--- src/rtl/wdt_pkg.sv ---
`timescale 1ns/1ps
// Package wdt_pkg
// Shared mode-register layout, its reset value and helper functions for the watchdog.
// Assumes the bit positions below are visible to software and must not move.
package wdt_pkg;

    // Mode layout, MSB first: source select, stop-run, halt-run, tap code.
    typedef struct packed {
        logic       src_xtal;
        logic       stop_run;
        logic       halt_run;
        logic [1:0] tap;
    } wdt_mode_t;

    localparam int MODE_BITS = 5;
    localparam wdt_mode_t MODE_RESET = '{src_xtal: 1'b0, stop_run: 1'b1,
                                         halt_run: 1'b1, tap: 2'b01};

    // Largest of four tap lengths; sizes the counter.
    function automatic int max_of4(input int a, input int b, input int c, input int d);
        int m;
        m = a;
        if (b > m) m = b;
        if (c > m) m = c;
        if (d > m) m = d;
        return m;
    endfunction

endpackage

--- src/rtl/wdt_mode_reg.sv ---
`timescale 1ns/1ps
// Module wdt_mode_reg
// Holds the watchdog mode. It accepts writes only while a post-reset cycle counter is
// below WINDOW, then freezes. Assumes rst_n is the power-on reset and nothing else.
module wdt_mode_reg
    import wdt_pkg::*;
#(
    parameter int WINDOW = 64
) (
    input  logic        clk,
    input  logic        rst_n,
    input  logic        wr_en,
    input  logic [7:0]  wr_data,
    output wdt_mode_t   mode,
    output logic [7:0]  rd_data
);
    localparam int WIN_W = $clog2(WINDOW + 1);

    logic [WIN_W-1:0] win_cnt;
    logic             win_open;
    logic             unused_hi;

    assign win_open  = (win_cnt < WIN_W'(WINDOW));
    assign unused_hi = ^wr_data[7:MODE_BITS];
    assign rd_data   = {{(8-MODE_BITS){1'b1}}, mode};

    // Count edges since reset, saturating once the window has closed.
    always_ff @(posedge clk) begin
        if (!rst_n)
            win_cnt <= '0;
        else if (win_open)
            win_cnt <= win_cnt + 1'b1;
    end

    // Load the mode on writes inside the window; otherwise keep it.
    always_ff @(posedge clk) begin
        if (!rst_n)
            mode <= MODE_RESET;
        else if (win_open && wr_en)
            mode <= wdt_mode_t'(wr_data[MODE_BITS-1:0]);
    end

endmodule

--- src/rtl/wdt_advance.sv ---
`timescale 1ns/1ps
// Module wdt_advance
// Combinational qualifier. It decides whether this cycle carries a tick that may advance
// the count, using the selected source and the HALT/STOP run permissions.
// Assumes the tick inputs are single-cycle enables already in the clk domain.
module wdt_advance
    import wdt_pkg::*;
(
    input  wdt_mode_t mode,
    input  logic      rc_tick,
    input  logic      xtal_tick,
    input  logic      halt_mode,
    input  logic      stop_mode,
    output logic      advance
);
    logic src_tick;
    logic run_ok;

    // Pick the tick source and apply the low-power gating.
    always_comb begin
        src_tick = mode.src_xtal ? xtal_tick : rc_tick;
        run_ok   = (!halt_mode || mode.halt_run) && (!stop_mode || mode.stop_run);
        advance  = src_tick && run_ok;
    end

endmodule

--- src/rtl/wdt_counter.sv ---
`timescale 1ns/1ps
// Module wdt_counter
// Retriggerable one-shot counter. A strobe arms it and zeroes it. Each qualified advance
// adds one. On reaching the selected terminal length it emits a one-cycle request and disarms.
// Assumes every tap length is at least 2.
module wdt_counter
    import wdt_pkg::*;
#(
    parameter int XT_TAP [4] = '{256, 512, 1024, 4096},
    parameter int RC_TAP [4] = '{50, 150, 250, 1000}
) (
    input  logic      clk,
    input  logic      rst_n,
    input  logic      strobe,
    input  logic      advance,
    input  wdt_mode_t mode,
    output logic      req
);
    localparam int MAX_TAP = max_of4(max_of4(XT_TAP[0], XT_TAP[1], XT_TAP[2], XT_TAP[3]),
                                     max_of4(RC_TAP[0], RC_TAP[1], RC_TAP[2], RC_TAP[3]),
                                     1, 1);
    localparam int CNT_W   = $clog2(MAX_TAP + 1);

    logic [CNT_W-1:0] last_tbl [8];
    logic [CNT_W-1:0] last_val;
    logic [CNT_W-1:0] count;
    logic             armed;

    // Last-count table: entries 0..3 for the RC source, 4..7 for the crystal.
    for (genvar i = 0; i < 4; i++) begin : g_tbl
        assign last_tbl[i]     = CNT_W'(RC_TAP[i] - 1);
        assign last_tbl[4 + i] = CNT_W'(XT_TAP[i] - 1);
    end

    assign last_val = last_tbl[{mode.src_xtal, mode.tap}];

    // Arm/restart on strobe; count qualified ticks; fire and disarm at the terminal count.
    always_ff @(posedge clk) begin
        if (!rst_n) begin
            armed <= 1'b0;
            count <= '0;
            req   <= 1'b0;
        end else begin
            req <= 1'b0;
            if (strobe) begin
                armed <= 1'b1;
                count <= '0;
            end else if (armed && advance) begin
                if (count == last_val) begin
                    req   <= 1'b1;
                    armed <= 1'b0;
                    count <= '0;
                end else begin
                    count <= count + 1'b1;
                end
            end
        end
    end

endmodule

--- src/rtl/wdt_timer.sv ---
`timescale 1ns/1ps
// Module wdt_timer (top)
// Watchdog with a post-reset write window for its mode, tick-source and tap selection,
// HALT/STOP gating and a single-cycle reset request.
// Assumes all inputs are synchronous to clk. The reset request does not clear the mode.
module wdt_timer
    import wdt_pkg::*;
#(
    parameter int WINDOW     = 64,
    parameter int XT_TAP [4] = '{256, 512, 1024, 4096},
    parameter int RC_TAP [4] = '{50, 150, 250, 1000}
) (
    input  logic       clk,
    input  logic       rst_n,
    input  logic       wdt_strobe,
    input  logic       mode_wr_en,
    input  logic [7:0] mode_wr_data,
    output logic [7:0] mode_rd_data,
    input  logic       halt_mode,
    input  logic       stop_mode,
    input  logic       rc_tick,
    input  logic       xtal_tick,
    output logic       reset_req
);
    wdt_mode_t mode;
    logic      advance;

    wdt_mode_reg #(.WINDOW(WINDOW)) u_mode (
        .clk     (clk),
        .rst_n   (rst_n),
        .wr_en   (mode_wr_en),
        .wr_data (mode_wr_data),
        .mode    (mode),
        .rd_data (mode_rd_data)
    );

    wdt_advance u_adv (
        .mode      (mode),
        .rc_tick   (rc_tick),
        .xtal_tick (xtal_tick),
        .halt_mode (halt_mode),
        .stop_mode (stop_mode),
        .advance   (advance)
    );

    wdt_counter #(.XT_TAP(XT_TAP), .RC_TAP(RC_TAP)) u_cnt (
        .clk     (clk),
        .rst_n   (rst_n),
        .strobe  (wdt_strobe),
        .advance (advance),
        .mode    (mode),
        .req     (reset_req)
    );

endmodule

--- config.mk ---
export PLATFORM = sky130hd
export DESIGN_NAME = wdt_timer
export DESIGN_NICKNAME = d
export VERILOG_FILES = /design/src/rtl/wdt_pkg.sv /design/src/rtl/wdt_mode_reg.sv /design/src/rtl/wdt_advance.sv /design/src/rtl/wdt_counter.sv /design/src/rtl/wdt_timer.sv
export SDC_FILE = /design/constraint.sdc
export NUM_CORES = 1
export LEC_CHECK = 0
export ABC_AREA = 1
export BUFFER_PORTS_ARGS = -buffer_cell sky130_fd_sc_hd__buf_2
export CELL_PAD_IN_SITES_DETAIL_PLACEMENT = 2
export CELL_PAD_IN_SITES_GLOBAL_PLACEMENT = 2
export CORE_AREA = 2 2 72 74
export CTS_CLUSTER_SIZE = 12
export DETAILED_ROUTE_END_ITERATION = 10
export DIE_AREA = 0 0 74 76
export GPL_ROUTABILITY_DRIVEN = 0
export HOLD_SLACK_MARGIN = 0.1
export PLACE_DENSITY = 0.89
export SKIP_CTS_REPAIR_TIMING = 1
export SLEW_MARGIN = 20
export SYNTH_ARGS = -nofsm -noshare
export SYNTH_HDL_FRONTEND = slang
export SYNTH_SLANG_ARGS = --single-unit
--- constraint.sdc ---
create_clock -name clk -period 3.8 [get_ports clk]
set_input_delay 0.19 -clock clk [delete_from_list [all_inputs] [get_ports clk]]
set_output_delay 0.19 -clock clk [all_outputs]
set_load 0.01 [all_outputs]
==> results of run 1 <==
==> final cells by class <==
| type | count | area (µm²) | share of cell area, % |
|---|---|---|---|
| multi-input cells | 166 | 856 | 48.5 |
| flip-flops and latches | 27 | 541 | 30.6 |
| inverters | 38 | 143 | 8.08 |
| repair buffers | 18 | 90.1 | 5.10 |
| well taps | 70 | 87.6 | 4.96 |
| clock buffers | 3 | 41.3 | 2.34 |
| clock inverters | 1 | 7.51 | 0.425 |
==> cell usage in the layout (no fill, tap or decap), drive strengths merged <==
cell and n:
nor2 34, clkbuf 3, a21oi 10, nand3 23, inv 38, and3 1
nor3 6, nand4 4, o211ai 3, nand3b 1, conb 3, nand2 63
dfxtp 27, o21bai 1, clkinvlp 1, ha 2, xor2 4, a31oi 1
o21ai 10, buf 18
==> layer usage <==
metal	vias to the layer above	GRT usage [%]	wire (µm)
li1	769	-	-
met1	730	22.5	2080
met2	12	29.2	2180
met3	7	1.72	56
met4	0	6.18	77
met5	-	0	0
==> registers in the layout, indices dropped and copies added, names as in the netlist <==
register and cells:
u_cnt.armed 1, u_cnt.count 13, u_cnt.req 1, u_mode.mode 5
u_mode.win_cnt 7
==> through the flow <==
| step | setup slack (ps) | utilization (%) | instance area (µm²) | total power, mW | instances |
|---|---|---|---|---|---|
| after floorplan | 2420 | - | 1580 | 0.361 | 236 |
| after global placement | 2100 | 34.9 | 1720 | 0.379 | 319 |
| after detailed placement | 2030 | 34.9 | 1720 | 0.383 | 319 |
| after CTS | 1990 | 35.9 | 1770 | 0.561 | 323 |
| after global routing | 1840 | 35.9 | 1770 | 0.586 | 323 |
| final | 2040 | 35.9 | 1770 | 0.552 | 323 |
==> tightest hold or removal path, delay by kind of cell <==
kind,cells,cell delay [ps]
AOI/OAI and AO/OA,1,60
buffers and inverters,1,70
and+or+nand+nor,1,40
==> kinds of logic after synthesis <==
logic type | count (synthesis) | share of synthesized area [%]
buffers and inverters | 43 | 11.6
adders and majority gates | 2 | 1.59
DFF | 27 | 34.4
AOI/OAI and AO/OA | 25 | 8.92
other | 1 | 0.239
and+or+nand+nor | 132 | 41.0
xor gates and xnor gates | 4 | 2.23
==> path summary, 6_finish.rpt <==
| check | from | to | slack, ps | depth (start not counted) |
|---|---|---|---|---|
| max | u_mode.mode[4]$_SDFFE_PN0P_ | u_cnt.count[1]$_SDFFE_PP0P_ | 2040 | 11 |
| min reg2reg | u_mode.win_cnt[5]$_SDFFE_PN0N_ | u_mode.win_cnt[5]$_SDFFE_PN0N_ | 490 | 2 |
| max reg2reg | u_mode.mode[4]$_SDFFE_PN0P_ | u_cnt.count[1]$_SDFFE_PP0P_ | 2040 | 11 |
| min | mode_wr_data[2] | u_mode.mode[2]$_SDFFE_PN1P_ | 120 | 3 |
==> power by group through the flow <==
stage	Combinational (mW)	Sequential, mW	Clock (mW)
3_3_place_gp	0.0707	0.308	0
3_5_place_dp	0.0744	0.309	0
6_report	0.0729	0.302	0.177
2_1_floorplan	0.0553	0.306	0
5_1_grt	0.0834	0.304	0.199
4_1_cts	0.0744	0.302	0.185
==> flow_metrics.py, run 1 <==
metrics = {
    "logic_synthesis": {
        "synth_edf_count": 0,
        "ys_warn_count": 0,
        "synth_seq_cells": 27,
        "ys_seq_area_share_pct": 34.4,
        "synth.top_cell.area_share_pct": 34.4,
        "async_flop_share_pct": 0,
        "synth_common_cells": "58 x nand2_1, 34 x inv_1, 27 x dfxtp_1",
        "synth_cell_type_count": 29,
        "netlist_top_cells_area": "dfxtp_1 34%, nand2_1 14%, inv_1 8.1%, nand3_1 6.7%, nor2_1 5.3%",
        "syn_avg_cell_area_um2": 6.71,
        "synth_top_cell_by_area": "dfxtp_1",
        "syn_area_um2": 1570,
        "synth_flop_cell": "dfxtp_1",
        "yosysMostFrequentCell": "nand2_1",
        "syn_inst": 234,
    },
    "run_status": {
        "status": "completed",
    },
    "setup_path": {
        "critPathMostFrequentCell": "nand2_1",
        "critical_path.endpoint_type": "register",
        "crit_path_top_delay_cell": "dfxtp_1",
        "slowest_delay_ps": 590,
        "crit_type": "reg2reg",
        "path_buf_inv": 2,
        "crit_family": "simple AND/OR/NAND/NOR gates",
        "startpoint_type": "register",
        "critPathMaxFanout": 9,
        "path_cells": "inv_2, nand2_1, nand2_1, nand2_1, nand2_1, inv_1, nand2_1, nor2_2, nand3_4, nand2_4, nor2_2",
        "arrival_ps": 1940,
        "crit_required_ps": 3980,
    },
    "clock_network": {
        "clockBufferDepth": 2,
        "clkSinkCount": 27,
        "cts_tree": "done",
        "insertion_delay_ps": 290,
        "cts_root_buf": "clkbuf_8",
        "cts_max_level": 1,
        "clkTransAtPathRegs_ps": 100,
        "numCtsBuffers": 3,
    },
    "placed_design": {
        "port_buffers": 18,
        "dp_hpwl_um": 3520,
    },
    "global_routing": {
        "grt_pass1_wl_um": 7740,
        "track_usage_pct": 17.3,
        "globalRoute.totalOverflow": 0,
        "grt_max_degree": 17,
        "first_global_vias": 1691,
        "grt_antenna_before_repair": 0,
    },
    "sta": {
        "fmax_mhz": 568,
        "period_minus_slack_ps": 1760,
        "rsz0062_at_grt": "no",
        "whs_ps": 116,
        "period_share_pct": 46.3,
        "skew_ps": 6.80,
        "fin_setup_tns_ps": 0,
        "finalSetupViolCount": 0,
        "slew_violations": 0,
        "hold_viol_final": 0,
    },
    "power": {
        "max-vdd-ir-drop_mv": 0.137,
        "clkPwrFrac_pct": 32.1,
        "swShare_pct": 29.0,
        "p_per_area_nw_per_um2": 313,
        "seqPwrFrac_pct": 54.7,
        "leakage_nw": 0.789,
        "p_comb_share_pct": 13.2,
        "p_switching_uw": 160,
        "p_int_uw": 392,
    },
    "route": {
        "drtIter0Drc": 31,
        "drtPass1Iterations": 3,
        "drc": 0,
        "routed_wl_um": 4390,
        "antenna_left": 0,
        "vias": 1518,
        "routed_via_density": 4.70,
        "wire_per_inst_um": 13.6,
    },
    "run": {
        "drv_cap": 0,
    },
    "floorplan": {
        "num_rows": 26,
        "die_height_um": 76,
        "die_area_um2": 5620,
        "coreArea_um2": 4910,
        "initial_utilization_pct": 32.0,
        "io_pins": 25,
        "die_w_um": 74,
    },
    "layout": {
        "layout.nets": 272,
        "drive_above_1_share_pct": 18.2,
        "diodes": 0,
        "fillers": 602,
        "syn_to_final_growth_pct": 12.4,
    },
    "min_path": {
        "min_path_type": "in2reg",
    },
}
Power figures use the tool's default switching activity.
==> run 2: changes to the inputs <==
Settings changed: ABC_AREA 1 to 0, CORE_AREA 2 2 72 74 to 2 2 71 73, DIE_AREA 0 0 74 76 to 0 0 73 75, PLACE_DENSITY 0.89 to 0.82.
Clock period 3.8 ns to 1.8 ns, I/O delays scaled along.
==> flow_metrics.py, run 2 <==
metrics = {
    "layout": {
        "layout.nets": 241,
        "fillers": 526,
        "reg_top3": "u_cnt.count: 13 flops, u_mode.win_cnt: 7 flops, u_mode.mode: 5 flops",
        "drive_above_1_share_pct": 27.9,
        "diodes": 0,
        "multiInputGateArea_um2": 866,
        "mostFrequentLayoutCell": "buf_4",
        "seqCellArea_um2": 546,
        "fin_cells": 276,
        "regMostFlops": "u_cnt.count",
        "final_cell_mix": "29 x buf_4, 25 x dfxtp_1, 18 x nor2_1, 18 x buf_2, 17 x xnor2_1",
        "syn_to_final_growth_pct": 27.9,
        "largest_reg_flops": 13,
    },
    "power": {
        "power_mw": 1.17,
        "p_per_area_nw_per_um2": 614,
        "max-vdd-ir-drop_mv": 0.343,
        "clkPwrFrac_pct": 30.8,
        "swShare_pct": 27.1,
        "p_switching_uw": 318,
        "leakage_nw": 0.730,
        "p_comb_share_pct": 15.5,
        "p_int_uw": 857,
        "seqPwrFrac_pct": 53.6,
    },
    "setup_path": {
        "arrival_ps": 2240,
        "reg2reg_from": "u_mode.mode[4]$_SDFFE_PN0P_",
        "rrSetupSlack_ps": -270,
        "r2r_cells": 6,
        "crit_required_ps": 1970,
        "reg2reg_to": "u_cnt.count[1]$_SDFFE_PP0P_",
        "crit_type": "reg2reg",
        "startpoint_type": "register",
        "critPathMaxFanout": 11,
        "critical_path.endpoint_type": "register",
    },
    "global_routing": {
        "track_usage_pct": 17.8,
        "grt_max_degree": 16,
        "grt_pass1_wl_um": 7390,
        "globalRoute.totalOverflow": 0,
        "first_global_vias": 1491,
        "grt_antenna_before_repair": 0,
    },
    "route": {
        "drc": 0,
        "drtIter0Drc": 26,
        "routed_via_density": 5.20,
        "wire_per_inst_um": 17.2,
        "vias": 1435,
        "drtPass1Iterations": 4,
        "antenna_left": 0,
        "routed_wl_um": 4760,
    },
    "run_status": {
        "status": "complete, but fails checks",
        "violations": "negative setup slack",
    },
    "logic_synthesis": {
        "syn_inst": 177,
        "ys_seq_area_share_pct": 36.2,
        "ys_warn_count": 0,
        "netlist_top_cells_area": "dfxtp_1 36%, xnor2_1 10%, nor2_1 4.5%, nor2b_1 3.8%, nor3_1 3.3%",
        "synth_flop_cell": "dfxtp_1",
        "synth_edf_count": 0,
        "syn_avg_cell_area_um2": 8.45,
        "synth.top_cell.area_share_pct": 36.2,
        "synth_seq_cells": 27,
        "yosysMostFrequentCell": "dfxtp_1",
        "synth_common_cells": "27 x dfxtp_1, 18 x nor2_1, 17 x xnor2_1",
        "synth_cell_type_count": 46,
        "syn_area_um2": 1500,
        "async_flop_share_pct": 0,
        "synth_top_cell_by_area": "dfxtp_1",
    },
    "sta": {
        "rsz0062_at_grt": "yes",
        "period_minus_slack_ps": 2070,
        "slew_violations": 0,
        "fmax_mhz": 482,
        "worstMarginPinSlew_ps": 603,
        "slew_headroom_pct": 59.8,
        "hold_viol_final": 0,
        "period_share_pct": 115,
        "skew_ps": 2.12,
        "layout_setup_ws_ps": -273,
        "finalSetupViolCount": 13,
    },
    "placed_design": {
        "port_buffers": 18,
        "dp_hpwl_um": 3360,
        "place_inst": 267,
    },
    "floorplan": {
        "die_area_um2": 5480,
        "num_rows": 25,
        "initial_utilization_pct": 32.1,
        "coreArea_um2": 4660,
        "die_w_um": 73,
        "die_height_um": 75,
        "io_pins": 25,
    },
    "min_path": {
        "min_path_cells": 2,
        "min_path_type": "in2reg",
        "min_to": "u_mode.mode[0]$_SDFFE_PN1P_",
        "hold_path_startpoint": "rst_n",
    },
    "clock_network": {
        "numCtsBuffers": 3,
        "cts_max_level": 1,
        "cts_root_buf": "clkbuf_8",
        "cts_tree": "done",
        "clockBufferDepth": 2,
        "clkSinkCount": 27,
        "insertion_delay_ps": 280,
        "clkTransAtPathRegs_ps": 100,
    },
    "run": {
        "drv_cap": 0,
    },
}
==> run 2: through the flow <==
step / setup WS, ps / hold slack, ps / TNS (ps) / area [µm²] / utilization [%]
after floorplan: -212 / 218 / -2230 / 1500 / -
after global placement: -186 / 304 / -2360 / 1780 / 38.3
after detailed placement: -263 / 319 / -3250 / 1780 / 38.3
after CTS: -349 / 20.7 / -3650 / 1830 / 39.3
after global routing: -321 / 104 / -3860 / 1910 / 41.0
final: -273 / 88.3 / -3310 / 1910 / 41.0
==> run 2: worst max path at each step <==
stage	slack (ps)	from	depth (start not counted)	endpoint
2_1_floorplan	-210	u_cnt.count[3]$_SDFFE_PP0P_	7	u_cnt.count[3]$_SDFFE_PP0P_
3_3_place_gp	-190	u_mode.mode[4]$_SDFFE_PN0P_	6	u_cnt.count[10]$_SDFFE_PP0P_
3_5_place_dp	-260	u_mode.mode[4]$_SDFFE_PN0P_	6	u_cnt.count[3]$_SDFFE_PP0P_
4_1_cts	-350	u_mode.mode[4]$_SDFFE_PN0P_	6	u_cnt.armed$_SDFFE_PN0P_
5_1_grt	-320	u_mode.mode[4]$_SDFFE_PN0P_	6	u_cnt.count[2]$_SDFFE_PP0P_
6_report	-270	u_mode.mode[4]$_SDFFE_PN0P_	6	u_cnt.count[1]$_SDFFE_PP0P_
==> run 2: cells by family (layout without fill, tap and decap cells) <==
group	after synthesis	count (layout)	share of synthesized area, %
buffers and inverters	21	64	8.28
AND/OR/NAND/NOR	78	78	27.5
other	1	3	0.251
XOR/XNOR	18	18	10.5
flip-flops	27	27	36.2
adder cells (fa/ha/maj)	2	2	1.67
multiplexers	4	4	2.68
AO/OA/AOI/OAI	26	26	12.9
==> run 2: critical path, stage by stage, from the launching register on <==
cell and delay [ps]:
dfxtp_4 370, or4_4 520, a21o_1 170, a2111o_1 400, o41ai_2 210, buf_4 240, a21oi_1 60
==> run 2: per-layer routing <==
metal,vias to the layer above,track usage (%),part of all wire [%]
met5,-,0,0
met2,25,33.3,54
met3,4,2.54,2.4
met4,0,3.09,0.63
li1,698,-,-
met1,708,22.0,43
==> run 2: power by group through the flow <==
stage	combinational, mW	sequential, mW	clock (mW)
floorplan	0.0976	0.640	0
global placement	0.157	0.642	0
detailed placement	0.163	0.643	0
CTS	0.167	0.630	0.382
global route	0.200	0.633	0.403
finish	0.183	0.630	0.362
==> run 2: area by class of cell <==
class | instances | area share, %
Clock buffer | 3 | 2.16
Clock inverter | 1 | 0.262
Inverter | 8 | 1.57
Multi-Input combinational cell | 131 | 45.3
Sequential cell | 27 | 28.5
Tap cell | 54 | 3.53
Timing Repair Buffer | 52 | 18.7
